**src/rtl/frt_pkg.sv**
```systemverilog
package frt_pkg;
  localparam logic [7:0] OFS_NUM = 8'h10;
  localparam logic [7:0] OFS_DEN = 8'h14;
  localparam int unsigned DEF_NUM = 4;
  localparam int unsigned DEF_DEN = 25;
endpackage

```
**src/rtl/frt_ratio_regs.sv**
```systemverilog
module frt_ratio_regs
  import frt_pkg::*;
#(
  parameter int ADDR_W  = 8,
  parameter int REG_W   = 32,
  parameter int RATIO_W = 12
) (
  input  logic               clk,
  input  logic               rst_n,
  input  logic               wr_en,
  input  logic [ADDR_W-1:0]  addr,
  input  logic [REG_W-1:0]   wr_data,
  output logic [REG_W-1:0]   rd_data,
  output logic [RATIO_W-1:0] num_eff,
  output logic [RATIO_W-1:0] den_eff,
  output logic               ratio_wr
);
  logic [REG_W-1:0] num_q, num_d, den_q, den_d;
  logic             sel_num, sel_den;
  logic [RATIO_W-1:0] den_fld;

  assign sel_num  = wr_en && (addr == ADDR_W'(OFS_NUM));
  assign sel_den  = wr_en && (addr == ADDR_W'(OFS_DEN));
  assign ratio_wr = sel_num || sel_den;

  always_comb begin
    num_d = num_q;
    den_d = den_q;
    if (sel_num) num_d = wr_data;
    if (sel_den) den_d = wr_data;
  end

  always_ff @(posedge clk or negedge rst_n) begin
    if (!rst_n) begin
      num_q <= REG_W'(DEF_NUM);
      den_q <= REG_W'(DEF_DEN);
    end else if (ratio_wr) begin
      num_q <= num_d;
      den_q <= den_d;
    end
  end

  // A zero denominator field falls back to the reset ratio.
  assign den_fld = den_q[RATIO_W-1:0];
  always_comb begin
    if (den_fld == '0) begin
      num_eff = RATIO_W'(DEF_NUM);
      den_eff = RATIO_W'(DEF_DEN);
    end else begin
      num_eff = num_q[RATIO_W-1:0];
      den_eff = den_fld;
    end
  end

  always_comb begin
    if (addr == ADDR_W'(OFS_NUM))      rd_data = num_q;
    else if (addr == ADDR_W'(OFS_DEN)) rd_data = den_q;
    else                               rd_data = '0;
  end


  num_wr_chk: assert property (@(posedge clk) disable iff (!rst_n)
    sel_num |=> (num_q == $past(wr_data)));

  den_wr_chk: assert property (@(posedge clk) disable iff (!rst_n)
    sel_den |=> (den_q == $past(wr_data)));
endmodule

```
**src/rtl/frt_frac_accum.sv**
```systemverilog
module frt_frac_accum #(
  parameter int RATIO_W = 12
) (
  input  logic               clk,
  input  logic               rst_n,
  input  logic               clr,
  input  logic [RATIO_W-1:0] num,
  input  logic [RATIO_W-1:0] den,
  output logic               tick
);
  logic [RATIO_W-1:0] acc_q, acc_d;
  logic [RATIO_W:0]   sum;

  assign sum = {1'b0, acc_q} + {1'b0, num};

  always_comb begin
    acc_d = acc_q;
    tick  = 1'b0;
    if (clr) begin
      acc_d = '0;
    end else if (num >= den) begin
      tick  = 1'b1;
      acc_d = '0;
    end else if (sum >= {1'b0, den}) begin
      tick  = 1'b1;
      acc_d = RATIO_W'(sum - {1'b0, den});
    end else begin
      acc_d = sum[RATIO_W-1:0];
    end
  end

  always_ff @(posedge clk or negedge rst_n) begin
    if (!rst_n) acc_q <= '0;
    else        acc_q <= acc_d;
  end


  clr_zero_chk: assert property (@(posedge clk) disable iff (!rst_n)
    clr |=> (acc_q == '0));

  acc_bound_chk: assert property (@(posedge clk) disable iff (!rst_n)
    acc_q < den);
endmodule

```
**src/rtl/frt_tick_counter.sv**
```systemverilog
module frt_tick_counter #(
  parameter int CNT_W = 64
) (
  input  logic             clk,
  input  logic             rst_n,
  input  logic             tick,
  output logic [CNT_W-1:0] count
);
  logic [CNT_W-1:0] cnt_q, cnt_d;

  assign cnt_d = cnt_q + CNT_W'(1);

  always_ff @(posedge clk or negedge rst_n) begin
    if (!rst_n)    cnt_q <= '0;
    else if (tick) cnt_q <= cnt_d;
  end

  assign count = cnt_q;


  one_step_chk: assert property (@(posedge clk) disable iff (!rst_n)
    1'b1 |=> ((cnt_q == $past(cnt_q)) || (cnt_q == $past(cnt_q) + CNT_W'(1))));
endmodule

```
**src/rtl/frac_timebase.sv**
```systemverilog
module frac_timebase #(
  parameter int ADDR_W  = 8,
  parameter int REG_W   = 32,
  parameter int RATIO_W = 12,
  parameter int CNT_W   = 64
) (
  input  logic              clk,
  input  logic              rst_n,
  input  logic              wr_en,
  input  logic [ADDR_W-1:0] addr,
  input  logic [REG_W-1:0]  wr_data,
  output logic [REG_W-1:0]  rd_data,
  output logic [CNT_W-1:0]  count
);
  logic [1:0]         rst_sync_q;
  logic               rst_int_n;
  logic [RATIO_W-1:0] num_eff, den_eff;
  logic               ratio_wr, tick;

  always_ff @(posedge clk or negedge rst_n) begin
    if (!rst_n) rst_sync_q <= '0;
    else        rst_sync_q <= {rst_sync_q[0], 1'b1};
  end
  assign rst_int_n = rst_sync_q[1];

  frt_ratio_regs #(.ADDR_W(ADDR_W), .REG_W(REG_W), .RATIO_W(RATIO_W)) u_regs (
    .clk(clk), .rst_n(rst_int_n), .wr_en(wr_en), .addr(addr),
    .wr_data(wr_data), .rd_data(rd_data), .num_eff(num_eff),
    .den_eff(den_eff), .ratio_wr(ratio_wr)
  );

  frt_frac_accum #(.RATIO_W(RATIO_W)) u_accum (
    .clk(clk), .rst_n(rst_int_n), .clr(ratio_wr),
    .num(num_eff), .den(den_eff), .tick(tick)
  );

  frt_tick_counter #(.CNT_W(CNT_W)) u_cnt (
    .clk(clk), .rst_n(rst_int_n), .tick(tick), .count(count)
  );


  hold_on_write_chk: assert property (@(posedge clk) disable iff (!rst_int_n)
    ratio_wr |=> (count == $past(count)));

  sat_rate_chk: assert property (@(posedge clk) disable iff (!rst_int_n)
    ((num_eff >= den_eff) && !ratio_wr) |=> (count == $past(count) + CNT_W'(1)));
endmodule

```
**config.mk**
```make
export PLATFORM = sky130hd
export DESIGN_NAME = frac_timebase
export DESIGN_NICKNAME = d
export VERILOG_FILES = /design/src/rtl/frt_pkg.sv /design/src/rtl/frt_ratio_regs.sv /design/src/rtl/frt_frac_accum.sv /design/src/rtl/frt_tick_counter.sv /design/src/rtl/frac_timebase.sv
export SDC_FILE = /design/constraint.sdc
export NUM_CORES = 1
export LEC_CHECK = 0
export BUFFER_PORTS_ARGS = -buffer_cell sky130_fd_sc_hd__buf_2
export CORE_MARGIN = 2
export CORE_UTILIZATION = 61
export CTS_BUF_LIST = sky130_fd_sc_hd__clkbuf_8 sky130_fd_sc_hd__clkbuf_16
export CTS_CLUSTER_SIZE = 28
export DETAILED_ROUTE_END_ITERATION = 16
export PLACE_DENSITY = 0.95
export SYNTH_ARGS = -nofsm -noshare
export SYNTH_HDL_FRONTEND = slang
export SYNTH_SLANG_ARGS = --single-unit
```
**constraint.sdc**
```tcl
create_clock -name clk -period 7.2 [get_ports clk]
set_input_delay 1.08 -clock clk [delete_from_list [all_inputs] [get_ports clk]]
set_output_delay 1.08 -clock clk [all_outputs]
set_load 0.05 [all_outputs]
```
# Yosys cells after proc, flatten, opt, wreduce, memory -nomap -nowiden
# Cells that the tools add are included.
[word_totals] inputBits=43 elab_cells=28 regBits=142 out_inout_bits=96
[op_classes] muxes=10 add_sub_neg=3 magnitude_cmp=2 eq_ne=2 n_reduce_logical=6
[op_table] op="$add 64x1->64 const B" n=1
[op_table] op="$mux 32" n=2
[op_table] op="$mux 12" n=5
[op_table] op="$eq 8x5->1 const B" n=2
[op_table] op="$add 12x12->13" n=1
[op_table] op="$ge 13x12->1" n=1
[op_table] op="$ge 12x12->1" n=1
[op_table] op="$logic_not 12->1" n=1
[op_table] op="$sub 12x12->12" n=1
[op_table] op="$reduce_and 2->1" n=2
[op_table] op="$mux 1" n=3
[op_table] op="$logic_and 1x1->1" n=2
[op_table] op="$logic_or 1x1->1" n=1

# Longest topological paths before layout
# Gate-level depths: netlist of the first run.
[logic_depth] word_depth=7 mapped_depth=25 mapped_depth_nobuf=20

# By module
# A second synthesis of the first run with hierarchy kept.
[hier_totals] cells_unflattened=754 hier_area_um2=8226.6
[by_module_without_submodules] mod="frt_ratio_regs" area_each_um2=3249.4 cells_each=244 instances=1 seq_area_each_um2=1606.5
[by_module_without_submodules] mod="frt_tick_counter" area_each_um2=3098.0 cells_each=285 instances=1 seq_area_each_um2=1601.5
[by_module_without_submodules] mod="frt_frac_accum" area_each_um2=1825.5 cells_each=222 instances=1 seq_area_each_um2=300.3
[by_module_without_submodules] mod="frac_timebase" area_each_um2=53.8 cells_each=3 instances=1 seq_area_each_um2=50.0

# Worst setup path after synthesis of the first run
# OpenSTA, ideal clock, no wires.
[synth_path] path_type="register to register" from="register u_regs.den_q[4]" to="register u_cnt.cnt_q[57], in the netlist u_cnt.count[57]" arrival_time_ns=5.429 n_path_buf=4 t_required_ns=7.120 period_less_slack_ns=5.509 setup_ns=0.080 stages_incl_launch_ff=24 slack_ns=1.691 cell_sequence="dfstp_2 -> or4_1 -> buf_2 -> or3_4 -> buf_2 -> clkbuf_1 -> and2_1 -> ha_1 -> nor2_1 -> or2_2 -> a21oi_1 -> nand2_1 -> a211o_1 -> xor2_1 -> ha_1 -> o21ai_0 -> nand2b_1 -> o211a_1 -> a31oi_1 -> o21ai_1 -> o311ai_4 -> buf_6 -> nor4_1 -> xnor2_1"
[synth_between] elab_chain_cells=7 word_cells_on_any_way=9 cone_classes="1 x add/sub; 2 x order compare; 5 x mux; 1 x reduce/logical"
[synth_rtl] element="start, declared" line="frt_ratio_regs.sv:18" source="logic [REG_W-1:0] num_q, num_d, den_q, den_d;"
[synth_rtl] element="start signal, assigned" line="frt_ratio_regs.sv:36" source="den_q <= REG_W'(DEF_DEN);"
[synth_rtl] element="start signal, assigned" line="frt_ratio_regs.sv:39" source="den_q <= den_d;"
[synth_rtl] element="$logic_not 12->1" line="frt_ratio_regs.sv:46" source="if (den_fld == '0) begin"
[synth_rtl] element="$mux 12" line="frt_ratio_regs.sv:46"
[synth_rtl] element="$add 12x12->13" line="frt_frac_accum.sv:14" source="assign sum = {1'b0, acc_q} + {1'b0, num};"
[synth_rtl] element="$ge 13x12->1" line="frt_frac_accum.sv:24" source="end else if (sum >= {1'b0, den}) begin"
[synth_rtl] element="$mux 1" line="frt_frac_accum.sv:24"
[synth_rtl] element="$mux 1 (*)" line="frt_frac_accum.sv:21" source="end else if (num >= den) begin"
[synth_rtl] element="$mux 1 (*)" line="frt_frac_accum.sv:19" source="if (clr) begin"
[synth_rtl] element="end signal, assigned" line="frt_tick_counter.sv:15" source="else if (tick) cnt_q <= cnt_d;"
[synth_rtl] element="end, declared" line="frt_tick_counter.sv:9" source="logic [CNT_W-1:0] cnt_q, cnt_d;"
# Mark *: on every way between the ends. The rest lies on a longest branch, timed or not.
# A chain may end at the register's enable or synchronous reset.

# Worst setup path after layout of the first run
[layout_path] from="register u_regs.den_q[2]" to="register u_cnt.cnt_q[22], in the netlist u_cnt.count[22]"
# Same word-level chain as after synthesis.

==> out/metrics.yaml, run 1 <==
run_status:
  status: "finished clean"
route:
  vias_per_cell: 6.09
  dr.pass1.iters: 6
  drc: 0
  ant_nets: 0
  wl_um: 21000
  wl_per_cell_um: 19.2
  via_count: 6672
  drtIter0Drc: 806
cells_and_area:
  antenna_cells: 0
  final_cell_mix: "138 x buf_2, 137 x dfrtp_1, 82 x nor2_1"
  layout.nets: 986
  drive_gt1_frac: 0.276
  area_growth_pct: 17.7
  final_common_cell: "buf_2"
  nFillCells: 773
  final-seq-area_mm2: 0.00356
  multiInputGateArea_mm2: 0.00418
floorplanning:
  die_height_um: 119
  row_count: 41
  ios: 139
  die_w_um: 119
  core_area_mm2: 0.0127
  initial_core_util: 0.631
  die_area_mm2: 0.0141
critical_path:
  criticalPathCategory: "reg -> reg"
  crit_chain: "or4_1 -> or3_4 -> and2_1 -> ha_1 -> a311oi_1 -> o21ai_0 -> a2111oi_1 -> nor4_1 -> nor3_1 -> xnor2_1 -> ha_1 -> a211o_1 -> a31oi_1 -> o21ai_1 -> o311ai_4 -> nor3_1 -> xnor2_1"
  critPathRequiredTime_ns: 7.51
  slowest_stage: "o311ai_4"
  critPathMaxFanout: 25
  cp-startpoint: "u_regs.den_q[2]"
  crit_family: "compound AO/OA/AOI/OAI gates"
  regToRegStartpoint: "u_regs.den_q[2]"
  crit_path_end_kind: "flop"
  cp.arrival_ns: 6.65
  worstSetupStartpointType: "flop"
  worst_path_largest_cell_delay_ns: 1.00
  path_buf_inv: 0
logic_synthesis:
  syn_nets: 856
  synth_compound_area_frac: 0.0696
  synthFlopType: "dfrtp_1"
  synth_cells: 781
  synth-warning-count: 0
  synth_cell_type_count: 58
  synthArstFlopShare: 1.00
  synthMuxAreaShare: 0.137
  seq_area_frac_synth: 0.443
  synthesis.area_mm2: 0.00803
  synth-edff-count: 0
  synth_xor_area_frac: 0.0959
  synth_top_family_by_area: "simple AND/OR/NAND/NOR gates"
  syn_area_per_cell_um2: 10.3
  synth_simple_gate_area_frac: 0.164
  ys_seq_elements: 142
  synth_adder_area_share: 0.0533
grt:
  grt_first_pass_wirelength_um: 34200
  gr-total-overflow: 0
  antenna_found_initial: 0
  grt_pass1_vias: 6737
  grt_max_degree: 79
  gr-usage-all-layers: 0.307
timing:
  finalHoldViolations: 0
  slew_headroom: 0.236
  setup_tns_ns: 0
  period_minus_slack_ns: 6.34
  max_freq_mhz: 158
  finalCritPeriodShare: 0.880
  maxSlewViolCount: 0
  rsz0062_at_grt: "no"
  finalSetupViolCount: 0
  tightest_slew_ns: 1.14
  fin_worst_skew_ns: 0.0101
clocking:
  root_buffer: "clkbuf_16"
  cts_tree: "yes"
  clkSinkCount: 142
  cts_made_buffers: 17
  holdBufCountCts: 0
  cts_setup_buffers: 0
  clk_path_buf_depth: 2
  h-tree-depth: 4
  ctsResizeCount: 0
  clk_pin_slew_worst_paths_ns: 0.06
  clock_latency_ns: 0.43
min_path:
  worstHoldStart: "rst_sync_q[0]"
  worstHoldPathType: "reg -> reg"
flow_run:
  maxCapViolCount: 0
placed_design:
  place_congestion: 0.914
  port_buffers: 138
  dp_hpwl_um: 13700
power:
  power_mw: 3.06
  ir_drop_mv: 0.255
  p_leak_nw: 4.84
  p_per_area_mw_per_mm2: 324
## metal layers
metal | track usage | part of all wire
met1 | 0.359 | 0.38
met2 | 0.527 | 0.51
met3 | 0.0912 | 0.078
met4 | 0.122 | 0.032
met5 | 0 | 0
## cells in the mapped netlist (19+ instances only)
| library cell | instances | area, um2 |
|---|---|---|
| nand2_1 | 49 | 184 |
| inv_1 | 36 | 135 |
| a21oi_1 | 21 | 105 |
| dfrtp_1 | 138 | 3450 |
| nand3_1 | 19 | 95.1 |
| ha_1 | 31 | 388 |
| nor3_1 | 36 | 180 |
| nor2_1 | 82 | 308 |
| xor2_1 | 44 | 385 |
| mux2_2 | 64 | 721 |
| nor4_1 | 19 | 119 |
| xnor2_1 | 44 | 385 |
| mux2i_1 | 37 | 370 |
## worst reg2reg max path, cell delays in order, from the launching register on
cell	delay, ns
dfrtp_1	0.42
or4_1	0.62
or3_4	0.55
and2_1	0.23
ha_1	0.23
a311oi_1	0.31
o21ai_0	0.22
a2111oi_1	0.55
nor4_1	0.15
nor3_1	0.24
xnor2_1	0.17
ha_1	0.32
a211o_1	0.28
a31oi_1	0.21
o21ai_1	0.30
o311ai_4	1.00
nor3_1	0.22
xnor2_1	0.20
## cell type report
cell class | count | area share
Clock buffer | 18 | 0.0464
Inverter | 36 | 0.0143
Sequential cell | 142 | 0.377
Clock inverter | 14 | 0.0202
Tap cell | 172 | 0.0228
Multi-Input combinational cell | 571 | 0.443
Timing Repair Buffer | 143 | 0.0770
## registers in the layout (all words and copies together) (netlist names)
register / cells
rst_sync_q: 2
u_accum.acc_q: 12
u_cnt.count: 64
u_regs.den_q: 32
u_regs.num_q: 32
## logic make-up after synthesis
group                    Yosys count
other                              1
AO/OA/AOI/OAI                     77
flip-flops                       142
multiplexers                     102
buffers and inverters             68
AND/OR/NAND/NOR                  269
adder cells (fa/ha/maj)           34
XOR/XNOR                          88
## worst paths after layout
| path | end | slack, ns | cells past startpoint |
|---|---|---|---|
| max | u_cnt.count[22] | 0.86 | 17 |
| min | rst_sync_q[1] | 0.36 | 0 |
| max reg2reg | u_cnt.count[22] | 0.86 | 17 |
| min reg2reg | rst_sync_q[1] | 0.36 | 0 |
| max in group asynchronous | u_regs.num_q[8] | 5.30 | 1 |
| min in group asynchronous | u_cnt.count[63] | 0.42 | 0 |
## power breakdown
group          leakage (nW)  total, mW  switching, mW  internal [mW]
sequential             1.81      0.972         0.0917          0.880
clock                 0.309      0.945          0.355          0.589
combinational          2.72       1.15          0.692          0.455
total                  4.84       3.06           1.14           1.93
## stage by stage
step | instances | setup slack [ns] | area (um2) | util | hold slack (ns)
floorplan | 781 | 1.69 | 8030 | - | 0.331
global placement | 1064 | 1.37 | 8820 | 0.694 | 0.335
detailed placement | 1064 | 1.16 | 8820 | 0.694 | 0.353
CTS | 1096 | 1.06 | 9460 | 0.743 | 0.367
global route | 1096 | 0.525 | 9460 | 0.743 | 0.375
finish | 1096 | 0.861 | 9460 | 0.743 | 0.362
(Power assumes the default switching activity.)
==> run 2, diff against run 1 <==
--- a/config.mk
+++ b/config.mk
@@ -11,6 +11,7 @@
 export CTS_BUF_LIST = sky130_fd_sc_hd__clkbuf_8 sky130_fd_sc_hd__clkbuf_16
 export CTS_CLUSTER_SIZE = 28
 export DETAILED_ROUTE_END_ITERATION = 16
+export MAX_ROUTING_LAYER = met4
 export PLACE_DENSITY = 0.95
 export SYNTH_ARGS = -nofsm -noshare
 export SYNTH_HDL_FRONTEND = slang
==> out/metrics.yaml, run 2 (synthesis gave the netlist of run 1 again) <==
run_status:
  status: "finished clean"
timing:
  rsz0062_at_grt: "no"
  finalHoldViolations: 0
  finalCritPeriodShare: 0.874
  finalSetupViolCount: 0
  slew_headroom: 0.233
  maxSlewViolCount: 0
  period_minus_slack_ns: 6.29
  fin_worst_skew_ns: 0.0123
  tightest_slew_ns: 1.15
  max_freq_mhz: 159
  setup_tns_ns: 0
flow_run:
  maxCapViolCount: 0
grt:
  grt_pass1_vias: 6756
  antenna_found_initial: 0
  gr-total-overflow: 0
  gr-usage-all-layers: 0.315
  grt_max_degree: 79
  grt_first_pass_wirelength_um: 34200
clocking:
  clkSinkCount: 142
  h-tree-depth: 4
  cts_made_buffers: 17
  holdBufCountCts: 0
  clk_path_buf_depth: 2
  ctsResizeCount: 0
  root_buffer: "clkbuf_16"
  cts_tree: "yes"
  clock_latency_ns: 0.44
  cts_setup_buffers: 0
  clk_pin_slew_worst_paths_ns: 0.07
min_path:
  worstHoldPathType: "reg -> reg"
  worstHoldStart: "rst_sync_q[0]"
cells_and_area:
  fin_cells: 1096
  drive_gt1_frac: 0.276
  layout.nets: 986
  final_common_cell: "buf_2"
  antenna_cells: 0
  final_cell_mix: "138 x buf_2, 137 x dfrtp_1, 82 x nor2_1"
  nFillCells: 773
  largest_reg_flops: 64
  area_growth_pct: 17.7
critical_path:
  worstSetupStartpointType: "flop"
  worstRegToRegCells: 17
  timing.critical_path.to: "u_cnt.count[22]"
  regToRegStartpoint: "u_regs.den_q[2]"
  path_buf_inv: 0
  cp.arrival_ns: 6.60
  crit_path_end_kind: "flop"
  crit_family: "compound AO/OA/AOI/OAI gates"
  cp-startpoint: "u_regs.den_q[2]"
  crit_chain: "or4_1 -> or3_4 -> and2_1 -> ha_1 -> a311oi_1 -> o21ai_0 -> a2111oi_1 -> nor4_1 -> nor3_1 -> xnor2_1 -> ha_1 -> a211o_1 -> a31oi_1 -> o21ai_1 -> o311ai_4 -> nor3_1 -> xnor2_1"
  critPathRequiredTime_ns: 7.51
  critPathMaxFanout: 25
  reg2reg_slack_ns: 0.91
  timing.rr.end: "u_cnt.count[22]"
  slowest_stage: "o311ai_4"
  criticalPathCategory: "reg -> reg"
  worst_path_largest_cell_delay_ns: 1.01
  path_depth: 17
floorplanning:
  core_area_mm2: 0.0127
  die_w_um: 119
  die_area_mm2: 0.0141
  row_count: 41
  ios: 139
  die_height_um: 119
  initial_core_util: 0.631
route:
  vias_per_cell: 6.04
  wl_um: 21100
  wl_per_cell_um: 19.2
  ant_nets: 0
  drc: 0
  dr.pass1.iters: 6
  drtIter0Drc: 907
  via_count: 6623
power:
  p_leak_nw: 4.84
  p_per_area_mw_per_mm2: 325
  ir_drop_mv: 0.255
placed_design:
  dp_hpwl_um: 13700
  dp_cells: 1064
  port_buffers: 138
  place_congestion: 0.930
## run 2: how the worst min path moves through the flow
stage               slack [ns]  cells past startpoint            end
floorplan                 0.33                      0  rst_sync_q[1]
global placement          0.34                      0  rst_sync_q[1]
detailed placement        0.35                      0  rst_sync_q[1]
CTS                       0.37                      0  rst_sync_q[1]
global route              0.38                      0  rst_sync_q[1]
finish                    0.36                      0  rst_sync_q[1]
## run 2: power by group
| part | switching, mW | total [mW] | internal, mW |
|---|---|---|---|
| Combinational | 0.695 | 1.15 | 0.455 |
| Sequential | 0.0928 | 0.973 | 0.880 |
| Clock | 0.356 | 0.945 | 0.589 |
| Total | 1.14 | 3.07 | 1.93 |
## run 2: area by class of cell
class / instances / area (um2) / area share
Timing Repair Buffer: 143 / 728 / 0.0770
Inverter: 36 / 135 / 0.0143
Tap cell: 172 / 215 / 0.0228
Clock inverter: 14 / 191 / 0.0202
Sequential cell: 142 / 3560 / 0.377
Clock buffer: 18 / 439 / 0.0464
Multi-Input combinational cell: 571 / 4180 / 0.443
## run 2: metal layers
metal  global-route usage  vias to the layer above  share of wire
met5                    -                        -              0
met2                0.527                      306           0.51
met4                0.124                        0          0.033
li1                     -                     2997              -
met1                0.361                     3247           0.39
met3               0.0854                       73          0.068
## run 2: stage by stage
| stage | cell area (um2) | setup slack [ns] | hold slack, ns | power (mW) | utilization |
|---|---|---|---|---|---|
| after floorplan | 8030 | 1.69 | 0.331 | 1.87 | - |
| after global placement | 8820 | 1.37 | 0.335 | 2.04 | 0.694 |
| after detailed placement | 8820 | 1.16 | 0.353 | 2.09 | 0.694 |
| after CTS | 9460 | 1.06 | 0.367 | 3.05 | 0.743 |
| after global routing | 9460 | 0.520 | 0.375 | 3.23 | 0.743 |
| final | 9460 | 0.908 | 0.362 | 3.07 | 0.743 |
## run 2: worst register-to-register path: stages (launching register included)
cell       delay (ns)
dfrtp_1          0.42
or4_1            0.61
or3_4            0.55
and2_1           0.23
ha_1             0.23
a311oi_1         0.31
o21ai_0          0.22
a2111oi_1        0.53
nor4_1           0.14
nor3_1           0.24
xnor2_1          0.17
ha_1             0.32
a211o_1          0.28
a31oi_1          0.20
o21ai_1          0.30
o311ai_4         1.01
nor3_1           0.21
xnor2_1          0.20
==> run 3, diff against run 2 <==
--- a/config.mk
+++ b/config.mk
@@ -7,12 +7,12 @@
 export LEC_CHECK = 0
 export BUFFER_PORTS_ARGS = -buffer_cell sky130_fd_sc_hd__buf_2
 export CORE_MARGIN = 2
-export CORE_UTILIZATION = 61
+export CORE_UTILIZATION = 57
 export CTS_BUF_LIST = sky130_fd_sc_hd__clkbuf_8 sky130_fd_sc_hd__clkbuf_16
 export CTS_CLUSTER_SIZE = 28
 export DETAILED_ROUTE_END_ITERATION = 16
 export MAX_ROUTING_LAYER = met4
-export PLACE_DENSITY = 0.95
+export PLACE_DENSITY = 0.91
 export SYNTH_ARGS = -nofsm -noshare
 export SYNTH_HDL_FRONTEND = slang
 export SYNTH_SLANG_ARGS = --single-unit
==> constraint.sdc (replaced) <==
create_clock -name clk -period 6.4 [get_ports clk]
set_input_delay 0.96 -clock clk [delete_from_list [all_inputs] [get_ports clk]]
set_output_delay 0.96 -clock clk [all_outputs]
set_load 0.05 [all_outputs]
==> out/metrics.yaml, run 3 (synthesis gave the netlist of run 1 again) <==
route:
  wl_met1_um: 8030
  met2_length_um: 9360
  vias_per_cell: 5.77
  wl_per_cell_um: 17.2
  route.met3.wl_um: 1060
  drtIter0Drc: 385
  highest_layer: "met4"
  dr.pass1.iters: 5
  drc: 0
  ant_nets: 0
  wl_um: 19000
  via_count: 6374
clocking:
  h-tree-depth: 4
  cts_made_buffers: 17
  holdBufCountCts: 0
  root_buffer: "clkbuf_16"
  clock_latency_ns: 0.43
  clkSinkCount: 142
  cts_setup_buffers: 0
  ctsResizeCount: 0
  cts_tree: "yes"
  clk_pin_slew_worst_paths_ns: 0.06
  clk_path_buf_depth: 2
critical_path:
  crit_path_end_kind: "flop"
  worstSetupStartpointType: "flop"
  reg2reg_slack_ns: 0.45
  cp.arrival_ns: 6.30
  regToRegStartpoint: "u_regs.den_q[4]"
  path_buf_inv: 1
  crit_family: "simple AND/OR/NAND/NOR gates"
  criticalPathCategory: "reg -> reg"
  slowest_stage: "or4_1"
  critPathMaxFanout: 28
  critPathRequiredTime_ns: 6.75
  timing.rr.end: "u_cnt.count[17]"
  worstRegToRegCells: 20
  worst_path_largest_cell_delay_ns: 0.63
  crit_chain: "or4_1 -> or3_4 -> and2_1 -> ha_1 -> nor2_1 -> or2_2 -> a21oi_1 -> nand2_1 -> a211o_1 -> xor2_1 -> ha_1 -> o21ai_0 -> nand2b_1 -> o211a_1 -> a31oi_1 -> o21ai_1 -> o311ai_4 -> buf_4 -> nor4_1 -> xor2_1"
timing:
  setup_tns_ns: 0
  slew_headroom: 0.266
  fin_worst_skew_ns: 0.0116
  finalCritPeriodShare: 0.930
  finalSetupViolCount: 0
  max_freq_mhz: 168
  period_minus_slack_ns: 5.95
  hold_ws_ns: 0.308
  tightest_slew_ns: 1.10
  maxSlewViolCount: 0
  rsz0062_at_grt: "no"
  finalHoldViolations: 0
floorplanning:
  ios: 139
  row_count: 43
  die_height_um: 123
  core_area_mm2: 0.0138
  initial_core_util: 0.581
  die_w_um: 123
  die_area_mm2: 0.0151
min_path:
  worstHoldPathType: "in -> async"
run_status:
  status: "finished clean"
grt:
  grt_max_degree: 90
  gr-usage-all-layers: 0.271
  antenna_found_initial: 0
  grt_first_pass_wirelength_um: 31100
  grt_pass1_vias: 6509
  gr-total-overflow: 0
power:
  power_mw: 3.39
  p_per_area_mw_per_mm2: 359
  p_leak_nw: 4.83
  ir_drop_mv: 0.237
cells_and_area:
  finalInstanceArea_mm2: 0.00945
  final_common_cell: "buf_2"
  final_cell_mix: "138 x buf_2, 137 x dfrtp_1, 82 x nor2_1"
  antenna_cells: 0
  largest_reg_flops: 64
  drive_gt1_frac: 0.276
  area_growth_pct: 17.6
  layout.nets: 986
placed_design:
  port_buffers: 138
  dpl-instance-area_mm2: 0.00883
  dp_hpwl_um: 13000
  place_congestion: 0.949
flow_run:
  maxCapViolCount: 0
-- run 3: worst max-delay path by stage --
stage,from,end,slack (ns),depth (start not counted)
3_5_place_dp,u_regs.den_q[11],u_cnt.count[39],0.57,20
5_1_grt,u_regs.den_q[4],u_cnt.count[11],0.11,20
3_3_place_gp,u_regs.den_q[4],u_cnt.count[39],0.72,20
2_1_floorplan,u_regs.den_q[4],u_cnt.count[57],0.89,23
4_1_cts,u_regs.den_q[11],u_cnt.count[17],0.55,20
6_report,u_regs.den_q[4],u_cnt.count[17],0.45,20
-- run 3: per-stage QoR --
stage	setup WS, ns	cells	utilization
CTS	0.547	1104	0.683
finish	0.450	1104	0.683
global placement	0.717	1072	0.639
detailed placement	0.569	1072	0.639
floorplan	0.891	781	-
global route	0.113	1104	0.683
-- run 3: area by class of cell --
class / count / area [um2]
fillers: 958 / 4380
multi-input cells: 571 / 4180
flip-flops and latches: 142 / 3560
repair buffers: 143 / 728
clock buffers: 19 / 453
well taps: 180 / 225
clock inverters: 13 / 161
inverters: 36 / 135
-- run 3: power by group --
| part | total, mW | internal (mW) | switching (mW) |
|---|---|---|---|
| clock | 1.03 | 0.634 | 0.398 |
| combinational | 1.27 | 0.513 | 0.760 |
| sequential | 1.09 | 0.991 | 0.0961 |
| total | 3.39 | 2.14 | 1.25 |
-- run 3: layer usage --
metal	track usage	vias up
li1	-	2997
met3	0.0669	59
met1	0.323	3096
met4	0.116	0
met5	-	-
met2	0.437	222
